$ cat config.mk
export PLATFORM = sky130hd
export DESIGN_NAME = mul_rf_unit
export DESIGN_NICKNAME = d
export VERILOG_FILES = /design/src/rtl/mul_rf_pkg.sv /design/src/rtl/mul_regfile.sv /design/src/rtl/mul_range_chk.sv /design/src/rtl/mul_prod_fmt.sv /design/src/rtl/mul_rf_unit.sv
export SDC_FILE = /design/constraint.sdc
export NUM_CORES = 1
export LEC_CHECK = 0
export BUFFER_PORTS_ARGS = -buffer_cell sky130_fd_sc_hd__buf_2
export CORE_ASPECT_RATIO = 0.9
export CORE_MARGIN = 1.5
export CORE_UTILIZATION = 45
export DETAILED_ROUTE_END_ITERATION = 10
export PLACE_DENSITY = 0.59
export SYNTH_ARGS = -nofsm -noshare
export SYNTH_HDL_FRONTEND = slang
export SYNTH_SLANG_ARGS = --single-unit
$ cat constraint.sdc
create_clock -name clk_i -period 13.2 [get_ports clk_i]
set_clock_uncertainty 0.1 [all_clocks]
set_input_delay 0 -clock clk_i [delete_from_list [all_inputs] [get_ports clk_i]]
set_output_delay 0 -clock clk_i [all_outputs]
set_load 0.005 [all_outputs]
$ cat src/rtl/mul_rf_pkg.sv
package mul_rf_pkg;
   typedef enum logic [2:0] {
      MUL_UU  = 3'd0,
      MUL_SS  = 3'd1,
      MUL_SU  = 3'd2,
      MUL_FUU = 3'd3,
      MUL_FSS = 3'd4,
      MUL_FSU = 3'd5,
      MUL_RV6 = 3'd6,
      MUL_RV7 = 3'd7
   } mul_op_e;

   function automatic logic op_is_frac(input mul_op_e op);
      return (op == MUL_FUU) || (op == MUL_FSS) || (op == MUL_FSU);
   endfunction

   function automatic logic op_a_signed(input mul_op_e op);
      return (op == MUL_SS) || (op == MUL_SU) || (op == MUL_FSS) || (op == MUL_FSU);
   endfunction

   function automatic logic op_b_signed(input mul_op_e op);
      return (op == MUL_SS) || (op == MUL_FSS);
   endfunction
endpackage

$ cat src/rtl/mul_regfile.sv
module mul_regfile #(
   parameter int DATA_W = 8,
   parameter int NREG   = 32,
   localparam int IDX_W = $clog2(NREG)
) (
   input  logic              clk_i,
   input  logic              rst_ni,
   input  logic [IDX_W-1:0]  ra_idx_i,
   output logic [DATA_W-1:0] ra_data_o,
   input  logic [IDX_W-1:0]  rb_idx_i,
   output logic [DATA_W-1:0] rb_data_o,
   input  logic [IDX_W-1:0]  rs_idx_i,
   output logic [DATA_W-1:0] rs_data_o,
   input  logic              wb_en_i,
   input  logic [DATA_W-1:0] wb_lo_i,
   input  logic [DATA_W-1:0] wb_hi_i,
   input  logic              hw_en_i,
   input  logic [IDX_W-1:0]  hw_idx_i,
   input  logic [DATA_W-1:0] hw_data_i
);
   logic [DATA_W-1:0] mem [NREG];

   generate
      for (genvar i = 0; i < NREG; i++) begin : g_ent
         if (i < 2) begin : g_pair
            always_ff @(posedge clk_i or negedge rst_ni) begin
               if (!rst_ni)
                  mem[i] <= '0;
               else if (wb_en_i)
                  mem[i] <= (i == 0) ? wb_lo_i : wb_hi_i;
               else if (hw_en_i && (int'(hw_idx_i) == i))
                  mem[i] <= hw_data_i;
            end
         end else begin : g_plain
            always_ff @(posedge clk_i or negedge rst_ni) begin
               if (!rst_ni)
                  mem[i] <= '0;
               else if (hw_en_i && (int'(hw_idx_i) == i))
                  mem[i] <= hw_data_i;
            end
         end
      end
   endgenerate

   assign ra_data_o = mem[ra_idx_i];
   assign rb_data_o = mem[rb_idx_i];
   assign rs_data_o = mem[rs_idx_i];

   // write-back reaches the fixed pair even against a side write
   p_wb_lands_r1: assert property (@(posedge clk_i) disable iff (!rst_ni)
      wb_en_i |=> (mem[0] == $past(wb_lo_i)) && (mem[1] == $past(wb_hi_i)));

   // side write to a register outside the pair always lands
   p_host_write_r10: assert property (@(posedge clk_i) disable iff (!rst_ni)
      (hw_en_i && (int'(hw_idx_i) > 1)) |=> (mem[$past(hw_idx_i)] == $past(hw_data_i)));
endmodule

$ cat src/rtl/mul_range_chk.sv
module mul_range_chk
   import mul_rf_pkg::*;
#(
   parameter int NREG      = 32,
   parameter int WIDE_LO   = 16,
   parameter int NARROW_LO = 16,
   parameter int NARROW_HI = 23,
   parameter bit FRAC_EN   = 1'b1,
   localparam int IDX_W    = $clog2(NREG)
) (
   input  mul_op_e          op_i,
   input  logic [IDX_W-1:0] ra_i,
   input  logic [IDX_W-1:0] rb_i,
   output logic             legal_o
);
   logic in_any, in_wide, in_narrow, frac_ok;

   assign in_any    = (int'(ra_i) < NREG) && (int'(rb_i) < NREG);
   assign in_wide   = in_any && (int'(ra_i) >= WIDE_LO) && (int'(rb_i) >= WIDE_LO);
   assign in_narrow = (int'(ra_i) >= NARROW_LO) && (int'(ra_i) <= NARROW_HI) &&
                      (int'(rb_i) >= NARROW_LO) && (int'(rb_i) <= NARROW_HI);

   generate
      if (FRAC_EN) begin : g_frac_on
         assign frac_ok = in_narrow;
      end else begin : g_frac_off
         assign frac_ok = 1'b0;
      end
   endgenerate

   always_comb begin
      unique case (op_i)
         MUL_UU:                    legal_o = in_any;
         MUL_SS:                    legal_o = in_wide;
         MUL_SU:                    legal_o = in_narrow;
         MUL_FUU, MUL_FSS, MUL_FSU: legal_o = frac_ok;
         default:                   legal_o = 1'b0;
      endcase
   end
endmodule

$ cat src/rtl/mul_prod_fmt.sv
module mul_prod_fmt
   import mul_rf_pkg::*;
#(
   parameter int DATA_W  = 8,
   parameter bit FRAC_EN = 1'b1,
   localparam int PROD_W = 2 * DATA_W
) (
   input  mul_op_e           op_i,
   input  logic [DATA_W-1:0] a_i,
   input  logic [DATA_W-1:0] b_i,
   output logic [PROD_W-1:0] res_o,
   output logic              carry_o,
   output logic              zero_o
);
   logic [PROD_W-1:0] ext_a, ext_b, raw;

   assign ext_a = {{DATA_W{op_a_signed(op_i) & a_i[DATA_W-1]}}, a_i};
   assign ext_b = {{DATA_W{op_b_signed(op_i) & b_i[DATA_W-1]}}, b_i};
   assign raw   = ext_a * ext_b;

   generate
      if (FRAC_EN) begin : g_frac
         assign res_o = op_is_frac(op_i) ? {raw[PROD_W-2:0], 1'b0} : raw;
      end else begin : g_int
         assign res_o = raw;
      end
   endgenerate

   assign carry_o = raw[PROD_W-1];
   assign zero_o  = (res_o == '0);
endmodule

$ cat src/rtl/mul_rf_unit.sv
module mul_rf_unit
   import mul_rf_pkg::*;
#(
   parameter int DATA_W    = 8,
   parameter int NREG      = 32,
   parameter int WIDE_LO   = 16,
   parameter int NARROW_LO = 16,
   parameter int NARROW_HI = 23,
   parameter bit FRAC_EN   = 1'b1,
   localparam int IDX_W    = $clog2(NREG),
   localparam int PROD_W   = 2 * DATA_W
) (
   input  logic              clk_i,
   input  logic              rst_ni,
   input  logic              cmd_valid_i,
   input  logic [2:0]        cmd_op_i,
   input  logic [IDX_W-1:0]  cmd_ra_i,
   input  logic [IDX_W-1:0]  cmd_rb_i,
   output logic              cmd_ready_o,
   output logic              busy_o,
   output logic              illegal_o,
   output logic              done_o,
   output logic [PROD_W-1:0] result_o,
   output logic              carry_o,
   output logic              zero_o,
   input  logic              wr_en_i,
   input  logic [IDX_W-1:0]  wr_idx_i,
   input  logic [DATA_W-1:0] wr_data_i,
   input  logic [IDX_W-1:0]  rd_idx_i,
   output logic [DATA_W-1:0] rd_data_o
);
   generate
      if (DATA_W < 2) begin : g_bad_w
         $error("DATA_W must be at least 2");
      end
      if (NREG < 2) begin : g_bad_n
         $error("NREG must hold the result pair");
      end
      if (!(NARROW_LO <= NARROW_HI && NARROW_HI < NREG && WIDE_LO < NREG)) begin : g_bad_win
         $error("operand windows must lie inside the register file");
      end
   endgenerate

   mul_op_e           cmd_op, op_q, fmt_op;
   logic              legal, fire;
   logic              busy_q, illegal_q, done_q, carry_q, zero_q;
   logic [DATA_W-1:0] rdat_a, rdat_b, opa_q, opb_q;
   logic [PROD_W-1:0] res_q, fmt_res;
   logic              fmt_carry, fmt_zero;

   assign cmd_op = mul_op_e'(cmd_op_i);
   assign fire   = cmd_valid_i && !busy_q;
   assign fmt_op = op_q;

   mul_regfile #(.DATA_W(DATA_W), .NREG(NREG)) i_rf (
      .clk_i     (clk_i),
      .rst_ni    (rst_ni),
      .ra_idx_i  (cmd_ra_i),
      .ra_data_o (rdat_a),
      .rb_idx_i  (cmd_rb_i),
      .rb_data_o (rdat_b),
      .rs_idx_i  (rd_idx_i),
      .rs_data_o (rd_data_o),
      .wb_en_i   (busy_q),
      .wb_lo_i   (fmt_res[DATA_W-1:0]),
      .wb_hi_i   (fmt_res[PROD_W-1:DATA_W]),
      .hw_en_i   (wr_en_i),
      .hw_idx_i  (wr_idx_i),
      .hw_data_i (wr_data_i)
   );

   mul_range_chk #(
      .NREG(NREG), .WIDE_LO(WIDE_LO), .NARROW_LO(NARROW_LO),
      .NARROW_HI(NARROW_HI), .FRAC_EN(FRAC_EN)
   ) i_chk (
      .op_i    (cmd_op),
      .ra_i    (cmd_ra_i),
      .rb_i    (cmd_rb_i),
      .legal_o (legal)
   );

   mul_prod_fmt #(.DATA_W(DATA_W), .FRAC_EN(FRAC_EN)) i_fmt (
      .op_i    (fmt_op),
      .a_i     (opa_q),
      .b_i     (opb_q),
      .res_o   (fmt_res),
      .carry_o (fmt_carry),
      .zero_o  (fmt_zero)
   );

   always_ff @(posedge clk_i or negedge rst_ni) begin
      if (!rst_ni) begin
         busy_q    <= 1'b0;
         illegal_q <= 1'b0;
         done_q    <= 1'b0;
         op_q      <= MUL_UU;
         opa_q     <= '0;
         opb_q     <= '0;
         res_q     <= '0;
         carry_q   <= 1'b0;
         zero_q    <= 1'b0;
      end else begin
         busy_q    <= fire && legal;
         illegal_q <= fire && !legal;
         done_q    <= busy_q;
         if (fire && legal) begin
            op_q  <= cmd_op;
            opa_q <= rdat_a;
            opb_q <= rdat_b;
         end
         if (busy_q) begin
            res_q   <= fmt_res;
            carry_q <= fmt_carry;
            zero_q  <= fmt_zero;
         end
      end
   end

   assign cmd_ready_o = !busy_q;
   assign busy_o      = busy_q;
   assign illegal_o   = illegal_q;
   assign done_o      = done_q;
   assign result_o    = res_q;
   assign carry_o     = carry_q;
   assign zero_o      = zero_q;

   // busy lasts one cycle and never overlaps a new acceptance
   p_busy_single_r9: assert property (@(posedge clk_i) disable iff (!rst_ni)
      busy_o |=> !busy_o);

   // done follows busy by exactly one cycle
   p_done_follows_r1: assert property (@(posedge clk_i) disable iff (!rst_ni)
      busy_o |=> done_o);
   p_done_cause_r1: assert property (@(posedge clk_i) disable iff (!rst_ni)
      $rose(done_o) |-> $past(busy_o));

   // a refused command never starts a product
   p_illegal_no_busy_r7: assert property (@(posedge clk_i) disable iff (!rst_ni)
      illegal_o |-> !busy_o);

   // fractional results have a cleared least significant bit
   p_frac_lsb_r5: assert property (@(posedge clk_i) disable iff (!rst_ni)
      (done_o && op_is_frac(op_q)) |-> !result_o[0]);

   // the zero flag agrees with the stored result
   p_zero_flag_r6: assert property (@(posedge clk_i) disable iff (!rst_ni)
      done_o |-> (zero_o == (result_o == '0)));
endmodule

# --- Yosys cells after proc, flatten, opt, wreduce, memory -nomap -nowiden ---
# Index checks and enable logic that the tools add are counted.
classes:
  muxes: 15
  n_mul: 1
  bitwise_logic: 5
  reduce_logical: 53
  eq_ne: 41
  order_cmp: 7
ops:
  columns: ["cell", "count"]
  rows:
  - ["binary-select mux 8 bit (select 5 bit)", 3]
  - ["== test 5 bit (second input constant)", 16]
  - ["two-way mux 8 bit", 10]
  - ["== test 5 x 4 -> 1 bit (second input constant)", 8]
  - ["logical AND 1 bit", 39]
  - ["== test 5 x 3 -> 1 bit (second input constant)", 4]
  - ["greater-or-equal comparator 6 bit (second input constant)", 3]
  - ["inverter 5 -> 6 bit", 3]
  - ["zero test 16 bit", 1]
  - ["multiplier 9 x 9 -> 16 bit", 1]
  - ["two-way mux 16 bit", 1]
  - ["== test 3 x 2 -> 1 bit (second input constant)", 4]
  - ["== test 3 bit (second input constant)", 4]
  - ["== test 5 x 2 -> 1 bit (second input constant)", 2]
  - ["greater-or-equal comparator 5 bit (second input constant)", 2]
  - ["less-or-equal comparator 5 bit (second input constant)", 2]
  - ["== test 3 x 1 -> 1 bit (second input constant)", 2]
  - ["logical OR 1 bit", 6]
  - ["== test 5 x 1 -> 1 bit (second input constant)", 1]
  - ["zero test 5 bit", 1]
  - ["nonzero test 2 bit", 2]
  - ["OR reduction 4 bit", 1]
  - ["zero test 3 bit", 1]
  - ["one-hot mux 1 bit (3 select lines)", 1]
  - ["2 further kinds", 4]
totals:
  in_bits: 35
  regBits: 296
  wordCells: 163

# --- Logic depth before layout (Yosys ltp) ---
# Gate-level depths: netlist of run 1.
depth:
  word_depth: 8
  depth_mapped: 21
  depth_no_buf: 19

# --- By module ---
# Synthesis of run 1 repeated with hierarchy kept, for this count alone.
unflattened:
  cells_unflattened: 1405
  hier_area_um2: 20462.1
by_module_without_submodules:
  columns: ["module", "n_inst", "area_each_um2", "cells_per_inst", "seq_area_each_um2"]
  rows:
  - ["mul_regfile", 1, 15885.2, 977, 6406.1]
  - ["mul_prod_fmt", 1, 2994.1, 339, 0.0]
  - ["mul_rf_unit", 1, 1556.5, 85, 1001.0]
  - ["mul_range_chk", 1, 26.3, 4, 0.0]

# --- Worst setup path after synthesis of run 1 ---
# OpenSTA, ideal clock, no wires.
synth_timing:
  path_type: "register to register"
  from: "register op_q[2], in the netlist fmt_op[2]"
  to: "register zero_q, in the netlist zero_o"
  path_stages_with_launch: 22
  setup_time_ps: 122
  path_buffers: 2
  required_time_ps: 12978
  path_slack_ps: 7621
  arrival_ps: 5358
  path_cell_list: "dfrtp_1 > buf_6 > or3_1 > and3_1 > buf_6 > nand2_1 > fa_1 > fa_1 > inv_1 > fa_1 > fa_1 > inv_1 > fa_1 > inv_1 > ha_1 > nand3_1 > o22ai_1 > o41ai_1 > o21ai_0 > xnor2_2 > mux2i_1 > a32o_1"
synth_between:
  elab_chain_cells: 8
  word_cells_on_any_way: 16
  cone_classes: "mul (1); eq/ne (5); mux (1); bitwise (2); reduce/logical (7)"
synth_lines:
  columns: ["item", "line", "text"]
  rows:
  - ["start: declaration", "mul_rf_unit.sv:44", "mul_op_e cmd_op, op_q, fmt_op;"]
  - ["start signal: assignment", "mul_rf_unit.sv:107", "op_q <= cmd_op;"]
  - ["== test 3 x 1 -> 1 bit / == test 3 x 2 -> 1 bit (equally long branches)", "mul_rf_pkg.sv:18, mul_rf_pkg.sv:22", null]
  - ["logical OR 1 bit (3 in a row)", "mul_rf_pkg.sv:18", "return (op == MUL_SS) || (op == MUL_SU) || (op == MUL_FSS) || (op == MUL_FSU);"]
  - ["bitwise AND 1 bit", "mul_prod_fmt.sv:17", "assign ext_a = {{DATA_W{op_a_signed(op_i) & a_i[DATA_W-1]}}, a_i};"]
  - ["multiplier 9 x 9 -> 16 bit", "mul_prod_fmt.sv:19", "assign raw = ext_a * ext_b;"]
  - ["two-way mux 16 bit (*)", "mul_prod_fmt.sv:23", "assign res_o = op_is_frac(op_i) ? {raw[PROD_W-2:0], 1'b0} : raw;"]
  - ["zero test 16 bit (*)", "mul_prod_fmt.sv:30", "assign zero_o = (res_o == '0);"]
  - ["end signal: assignment", "mul_rf_unit.sv:114", "zero_q <= fmt_zero;"]
  - ["end: declaration", "mul_rf_unit.sv:46", "logic busy_q, illegal_q, done_q, carry_q, zero_q;"]
# Mark *: on every way between the ends. The rest lies on a longest branch, timed or not.
# A chain may end at the register's enable or synchronous reset.

# --- Final worst setup path of run 1 ---
# Same ends and word-level chain as after synthesis.

==> key figures, run 1 <==
Placed design
  – I/O Buffers: 64
  – HPWL after detailed placement: 37,600 um
  – Placer Congestion: 0.872
  – Area after DPL: between 20,000 and 25,000 sq um
  – Place WS: a little over 7000 ps
  – Placed cells: approximately 2,000

STA
  – Crit share post-route: a little under half
  – Worst-Margin Slew: about 1100 ps
  – Setup TNS: 0 ps
  – Setup ws final: 7250 ps
  – Final setup violation count: 0
  – Min Hold Slack: -24.4 ps
  – Final Max Tran Viols: 0
  – Final hold viol count: 14
  – Slew HR: 23.3%
  – Post-route minimum period: about 5900 ps
  – Max Freq: between 150 and 200 MHz
  – RSZ-0062 raised after global routing: no

Critical path
  – Family with the most delay on the worst path: adder cells
  – CP Cell Sequence: or3_1 -> and3_1 -> nand2_1 -> fa_1 -> fa_1 -> inv_1 -> fa_1 -> fa_1 -> inv_1 -> fa_1 -> inv_1 -> ha_1 -> and4_1 -> or4_1 -> a31oi_1 -> nand2_1 -> nor4_1 -> a32o_1
  – Crit path DAT: ~6300 ps
  – Crit path kind: reg -> reg
  – Top cell by count, worst path: fa_1
  – Crit path largest cell delay: around 520 ps
  – CP max-delay cell: fa_1
  – Worst-path maximum fanout: 9
  – Worst setup SP type: register
  – Worst Setup End Kind: register
  – CP Data Required Time: roughly 14,000 ps
  – WP buf/inv: 3

Clocking
  – Clock transition at path regs: 60 ps
  – Clock latency on the worst-skew pair: 550 ps
  – TritonCTS clock tree: built
  – Root Driver: clkbuf_16
  – Clock Path Buffers: 3
  – Cts bufs inserted: 36
  – Clk sinks: just under 300
  – H-tree depth: 2
  – Post-CTS sizing: 0

Worst hold path
  – Hold Path Class: in -> async

Logic synthesis
  – Cell area after technology mapping: just over 20,000 sq um
  – Distinct cells, synth: 53
  – Most used DFF post-synth: dfrtp_1
  – Post-synth EDFFs: 0
  – FF+latch count, synth: 296
  – Largest family of logic cells by synthesized area: multiplexers
  – Synth Area in Adders: 8.26%
  – Post-Syn Instances: about 1,400
  – Syn Nets: between 1,500 and 2,000
  – Yosys warnings: 0
  – Async set-reset flop share out of synthesis: between 90% and 100%
  – Post-Synth XOR/XNOR Area: 0.927%
  – Register area share after synthesis: ~37%
  – Mux share of post-synthesis cell area: roughly 42%
  – Avg Cell Area, Syn: between 10 and 15 sq um
  – Compound-cell area share of the yosys netlist: 2.52%
  – Simple-gate share of the synthesized area: between 5 and 6%

Route
  – Top routing layer in use: met4
  – Post-Route WL: roughly 57,000 um
  – DR vias/cell: 6.19
  – WL met2: 26,900 um
  – First-pass DRT Iterations: 4
  – Remaining antenna violation count after routing: 0
  – DR WL met3: between 3000 and 4000 um
  – 1st-iter DRT viols: between 900 and 1,000
  – M1 wire length: 24,300 um
  – Drc violations: 0
  – Total number of vias: 12,900
  – WL per Instance: 27.3 um

Cells and area
  – Most frequent cells in the layout: 296 x dfrtp_1, 252 x mux2_2, 240 x mux4_2
  – Post-Route Utilization: slightly above 50%
  – Fill cell count: 3,779
  – Share of layout cells above drive strength 1: a little over two fifths
  – Nets: about 1,600
  – Fin cells: ~2,100
  – Layout area overhead: 10.8%
  – Commonest non-fill, non-tap cell in the layout: dfrtp_1
  – Post-route design area: approximately 22,000 sq um
  – Diodes inserted: 0

Die
  – Initial Util: 45.7%
  – Boundary Pins: 65
  – # rows: 73
  – Die area: approximately 46,000 sq um
  – Placeable Area: between 40,000 and 50,000 sq um
  – DIE HEIGHT: between 200 and 250 um
  – Die width: roughly 230 um

Flow run
  – Max Cap Viol: 0

Global routing
  – Initial antenna violation count: 0
  – Gr ovfl total: 0
  – Vias in the first global route: roughly 13,000
  – First-pass GRT wire length: ~86,000 um
  – Largest net degree at the start of global routing: 101
  – GR Util All Layers: 25.7%

Outcome
  – Outcome: finished, violations left
  – Violated checks: hold timing

Pwr
  – Tot Pwr: 3.64 mW
  – VDD IR max: between 0.00007 and 0.00008 V
  – Static Leak: 9.71 nW
  – Pwr Density: 162 nW/um^2
[area by class of cell]
class	count	area [sq um]	area share, %
Clock buffer	53	1060	4.71
Inverter	77	289	1.29
Multi-Input combinational cell	945	12100	53.8
Timing Repair Buffer	109	733	3.27
Sequential cell	296	7410	33.0
Clock inverter	8	131	0.586
Tap cell	600	751	3.35
[final timing paths]
check	slack [ps]	endpoint	start	cells past startpoint
setup reg to reg	7250	zero_o	fmt_op[2]	18
min in group clk_i	30	i_rf.mem[46]	wr_en_i	4
setup / recovery	7250	zero_o	fmt_op[2]	18
hold reg to reg	380	result_o[6]	result_o[6]	1
hold / removal	-20	i_rf.mem[87]	rst_ni	2
max in group asynchronous	11580	carry_o	rst_ni	3
[power breakdown]
group | internal [mW] | switching, mW
Combinational | 0.683 | 0.589
Clock | 0.613 | 0.403
Sequential | 1.12 | 0.239
Total | 2.41 | 1.23
[registers in the layout (all words and copies together), names as in the netlist, 3 cells and up]
register	flops
i_rf.mem	256
fmt_op	3
result_o	16
opa_q	8
opb_q	8
[worst register-to-register path, stage by stage, from the launching register on]
cell	delay [ps]
dfrtp_1	440
or3_1	380
and3_1	280
nand2_1	180
fa_1	460
fa_1	520
inv_1	60
fa_1	490
fa_1	500
inv_1	50
fa_1	490
inv_1	40
ha_1	330
and4_1	230
or4_1	510
a31oi_1	260
nand2_1	80
nor4_1	280
a32o_1	220
[layer usage]
metal / track usage (%) / vias up
li1: - / 5458
met1: 36.2 / 6940
met2: 39.5 / 426
met3: 5.92 / 105
met4: 8.60 / 0
met5: 0 / -
[synth_stat cells, drive strengths merged, types with 2 or more instances]
cell type / number / area [sq um]
o21ai: 33 / 165
or2: 2 / 12.5
fa: 61 / 1220
nand2: 91 / 349
mux2: 252 / 2840
or4: 2 / 15.0
xor2: 5 / 43.8
or3: 3 / 18.8
nor2b: 3 / 18.8
a21boi: 9 / 67.6
a21oi: 10 / 50.1
o31ai: 2 / 15.0
nor2: 36 / 135
o21a: 11 / 82.6
mux2i: 33 / 330
a211oi: 2 / 15.0
dfrtp: 296 / 7410
nand3: 12 / 60.1
nor4: 4 / 37.5
and2: 39 / 248
inv: 76 / 285
a21o: 4 / 30.0
nor3b: 4 / 40.0
ha: 36 / 450
nand4: 5 / 31.3
nand2b: 8 / 50.1
xnor2: 13 / 121
clkbuf: 84 / 315
nor3: 10 / 60.1
mux4: 240 / 5410
buf: 33 / 175
a31oi: 2 / 12.5
o211ai: 4 / 30.0
[what timing repair did]
action,4_1_cts,5_1_grt
buffers inserted,0,0
hold endpoints to repair,142,0
hold buffers,23,0
[logic make-up after synthesis]
| logic type | count (synthesis) |
|---|---|
| buffers and inverters | 195 |
| flip-flops | 296 |
| multiplexers | 525 |
| AO/OA/AOI/OAI | 82 |
| adder cells (fa/ha/maj) | 97 |
| AND/OR/NAND/NOR | 222 |
| XOR/XNOR | 19 |
No activity file was read; power rests on OpenSTA's default activity.
==> run 2: changes to the inputs <==
--- a/config.mk
+++ b/config.mk
@@ -5,12 +5,13 @@
 export SDC_FILE = /design/constraint.sdc
 export NUM_CORES = 1
 export LEC_CHECK = 0
+export ABC_AREA = 1
 export BUFFER_PORTS_ARGS = -buffer_cell sky130_fd_sc_hd__buf_2
 export CORE_ASPECT_RATIO = 0.9
 export CORE_MARGIN = 1.5
 export CORE_UTILIZATION = 45
 export DETAILED_ROUTE_END_ITERATION = 10
-export PLACE_DENSITY = 0.59
+export PLACE_DENSITY = 0.61
 export SYNTH_ARGS = -nofsm -noshare
 export SYNTH_HDL_FRONTEND = slang
 export SYNTH_SLANG_ARGS = --single-unit
==> constraint.sdc (replaced) <==
create_clock -name clk_i -period 5.43 [get_ports clk_i]
set_clock_uncertainty 0.1 [all_clocks]
set_input_delay 0 -clock clk_i [delete_from_list [all_inputs] [get_ports clk_i]]
set_output_delay 0 -clock clk_i [all_outputs]
set_load 0.005 [all_outputs]
==> run 2 against run 1 <==
Against the previous run: global-route usage is 7.2 points higher; non-clock buffer count increased by 21; critical path depth rose by 4; clock power rose to 2.5 times the previous value; synthesized cell count is 110% higher; fmax rose by 15%; cell area increased by 3.0%; highest routed layer unchanged; critical endpoint is now result_o[15]; the run now ends clean.
==> key figures, run 2 <==
STA
  – Worst-Margin Slew: 1140 ps (was 1150 ps)
  – Final hold viol count: 0 (was 14)
  – Slew HR: 24.0% (was 23.3%)
  – Post-route minimum period: 5160 ps (was 5950 ps)
  – Final Max Tran Viols: 0 (unchanged)
  – Crit share post-route: 95.0% (was 45.0%)
  – Final setup violation count: 0 (unchanged)
  – Setup TNS: 0 ps (unchanged)
  – Min Hold Slack: 25.1 ps (was -24.4 ps)
  – Max Freq: 194 MHz (was 168 MHz)

Die
  – Die area: 48,100 sq um (was 46,300 sq um)
  – DIE HEIGHT: 208 um (was 204 um)
  – Initial Util: 46.0% (was 45.7%)
  – # rows: 74 (was 73)
  – Boundary Pins: 65 (unchanged)
  – Placeable Area: 45,700 sq um (was 44,300 sq um)
  – Die width: 231 um (was 227 um)

Cells and area
  – Commonest non-fill, non-tap cell in the layout: nand2_1 (was dfrtp_1)
  – Nets: 3,053 (was 1,597)
  – Share of layout cells above drive strength 1: 7.16% (was 43.3%)
  – Max FFs per register: 256 (unchanged)
  – Fin cells: 3,556 (was 2,088)
  – Post-route design area: 23,100 sq um (was 22,400 sq um)
  – Diodes inserted: 0 (unchanged)
  – Layout area overhead: 9.80% (was 10.8%)
  – Largest Register: i_rf.mem (unchanged)
  – Most frequent cells in the layout: 660 x nand2_1, 590 x o21ai_0, 345 x a21oi_1 (was 296 x dfrtp_1, 252 x mux2_2, 240 x mux4_2)

Global routing
  – Largest net degree at the start of global routing: 155 (was 101)
  – GR Util All Layers: 32.9% (was 25.7%)
  – Vias in the first global route: 20,000 (was 13,300)
  – First-pass GRT wire length: 122,000 um (was 86,100 um)
  – Initial antenna violation count: 0 (unchanged)
  – Gr ovfl total: 0 (unchanged)

Route
  – Total number of vias: 21,600 (was 12,900)
  – 1st-iter DRT viols: 2,901 (was 998)
  – DR vias/cell: 6.06 (was 6.19)
  – WL per Instance: 22.3 um (was 27.3 um)
  – Post-Route WL: 79,300 um (was 57,000 um)
  – Remaining antenna violation count after routing: 0 (unchanged)
  – Drc violations: 0 (unchanged)
  – First-pass DRT Iterations: 7 (was 4)

Placed design
  – Placed cells: 3,467 (was 2,004)
  – HPWL after detailed placement: 51,600 um (was 37,600 um)
  – I/O Buffers: 64 (unchanged)
  – Area after DPL: 21,500 sq um (was 21,000 sq um)
  – Placer Congestion: 0.946 (was 0.872)

Logic synthesis
  – Syn Nets: 3,121 (was 1,568)
  – Most used DFF post-synth: dfrtp_1 (unchanged)
  – Yosys warnings: 0 (unchanged)
  – Most common cell in the netlist: nand2_1 (was dfrtp_1)
  – Synth area leaders: dfrtp_1 35%, o21ai_0 14%, nand2_1 12% (was dfrtp_1 37%, mux4_2 27%, mux2_2 14%)
  – Register area share after synthesis: 35.2% (was 36.6%)
  – Cell area after technology mapping: 21,100 sq um (was 20,200 sq um)
  – Distinct cells, synth: 40 (was 53)
  – FF+latch count, synth: 296 (unchanged)
  – Top post-synthesis cells by count: 662 x nand2_1, 591 x o21ai_0, 347 x a21oi_1 (was 296 x dfrtp_1, 252 x mux2_2, 240 x mux4_2)
  – Async set-reset flop share out of synthesis: 100% (unchanged)
  – Avg Cell Area, Syn: 7.04 sq um (was 14.1 sq um)
  – Post-synth EDFFs: 0 (unchanged)
  – Post-Syn Instances: 2,989 (was 1,436)
  – Area leader, netlist: dfrtp_1 (unchanged)
  – Area fraction of the dominant cell type after synthesis: 35.2% (was 36.6%)

Clocking
  – Clock Path Buffers: 3 (unchanged)
  – Root Driver: clkbuf_16 (unchanged)
  – Clock latency on the worst-skew pair: 580 ps (was 550 ps)
  – H-tree depth: 2 (unchanged)
  – Clk sinks: 296 (unchanged)
  – Cts bufs inserted: 36 (unchanged)
  – Clock transition at path regs: 70 ps (was 60 ps)
  – TritonCTS clock tree: built (unchanged)

Critical path
  – Crit path DAT: 5540 ps (was 6330 ps)
  – Family with the most delay on the worst path: adder cells (unchanged)
  – WP buf/inv: 4 (was 3)
  – Crit path largest cell delay: 610 ps (was 520 ps)
  – Worst path depth: 22 (was 18)
  – CP max-delay cell: fa_1 (unchanged)
  – CP Cell Sequence: nand2_2 -> nand2_4 -> o21ai_4 -> nand2_2 -> nor2_2 -> inv_1 -> fa_1 -> fa_2 -> fa_1 -> inv_1 -> fa_1 -> ha_1 -> ha_1 -> inv_1 -> o21bai_1 -> a31oi_1 -> nand3_1 -> inv_1 -> nand3_1 -> nand3_1 -> nand3_1 -> nand2_1 (was or3_1 -> and3_1 -> nand2_1 -> fa_1 -> fa_1 -> inv_1 -> fa_1 -> fa_1 -> inv_1 -> fa_1 -> inv_1 -> ha_1 -> and4_1 -> or4_1 -> a31oi_1 -> nand2_1 -> nor4_1 -> a32o_1)
  – CP Data Required Time: 5810 ps (was 13,590 ps)
  – Worst setup SP type: register (unchanged)
  – Worst-path maximum fanout: 7 (was 9)
  – R2R depth: 22 (was 18)
  – Crit path kind: reg -> reg (unchanged)
  – Worst Setup End Kind: register (unchanged)

Outcome
  – Outcome: completed (was finished, violations left)

Pwr
  – Tot Pwr: 10.9 mW (was 3.64 mW)
  – Static Leak: 10.8 nW (was 9.71 nW)
  – Flop pwr share: 28.7% (was 37.2%)
  – NetSw: 4.74 mW (was 1.23 mW)
  – Sw frac: 43.3% (was 33.8%)
  – P_int: 6.19 mW (was 2.41 mW)
  – Comb pwr share: 47.7% (was 34.9%)
  – Pwr Density: 473 nW/um^2 (was 162 nW/um^2)
  – Clock group share of total power: 23.6% (was 27.9%)
  – VDD IR max: 0.000297 V (was 0.0000722 V)

Worst hold path
  – Hold Path Class: in -> reg (was in -> async)
  – Hold path cells: 5

Flow run
  – Max Cap Viol: 0 (unchanged)
## run 2: cell types whose count changed after synthesis, sizes merged, moves of 72 or more
cell | previous run | this run
mux4 | 240 | 0
nand2 | 91 | 666
mux2 | 252 | 0
nand3 | 12 | 188
clkbuf | 84 | 156
a21oi | 10 | 347
inv | 76 | 304
o21ai | 33 | 632
## run 2: path summary, 6_finish.rpt
check / startpoint / endpoint / slack (ps)
min in group asynchronous: rst_ni / i_rf.mem[70] / 500
worst max register to register: fmt_op[1] / result_o[15] / 270
worst max-delay path: fmt_op[1] / result_o[15] / 270
worst min-delay path: wr_en_i / i_rf.mem[242] / 30
max in group asynchronous: rst_ni / fmt_op[1] / 3820
worst min register to register: result_o[6] / result_o[6] / 380
## run 2: cell type report
type                    count  area [sq um]
clock buffers              56          1120
inverters                 308          1160
multi-input cells        2149         11600
clock inverters             9           139
fillers                  4588         22600
repair buffers            130           946
well taps                 608           761
flip-flops and latches    296          7410
## run 2: timing repair
action | CTS | global route
buffers inserted | 0 | 5
hold endpoints to repair | 297 | 0
hold buffers | 19 | 0
setup endpoints to repair | 0 | 11
gates resized for setup | 0 | 27
## run 2: worst reg2reg max path: stages (launching register included)
cell      delay, ps
dfrtp_2         440
nand2_2          90
nand2_4         100
o21ai_4         260
nand2_2         130
nor2_2          130
inv_1            90
fa_1            610
fa_2            520
fa_1            560
inv_1            50
fa_1            440
ha_1            300
ha_1            350
inv_1           100
o21bai_1         60
a31oi_1         170
nand3_1         120
inv_1            70
nand3_1          90
nand3_1         110
nand3_1         130
nand2_1         110
## run 2: cells by family (layout without fill, tap and decap cells)
kind of cell    after synthesis  count (layout)  synth area share, %
xor+xnor                      8               8                0.333
fa+ha+maj                    97              97                 7.94
flops                       296             296                 35.2
buf+inv                     544             503                 10.3
compound gates             1108            1108                 28.2
simple gates                936             936                 18.1
## run 2: power groups by stage
stage	Sequential (mW)	Combinational, mW	Clock [mW]
2_1_floorplan	2.98	3.59	0
6_report	3.13	5.21	2.58
4_1_cts	3.11	4.90	2.61
3_3_place_gp	3.13	4.80	0
3_5_place_dp	3.14	4.85	0
5_1_grt	3.19	5.95	2.70
## run 2: per-stage QoR
stage	setup slack [ps]	utilization [%]
2_1_floorplan	476	-
3_3_place_gp	213	47.0
3_5_place_dp	140	47.0
4_1_cts	137	50.2
5_1_grt	-1.64	50.5
6_report	271	50.5
## run 2: metal layers
layer  global-route usage (%)  part of all wire [%]  vias to the layer above
met3                     7.17                    11                      222
met4                     15.2                   4.8                        0
met2                     47.2                    42                     1215
met5                        0                     0                        -
li1                         -                     -                     9897
met1                     47.0                    42                    10200
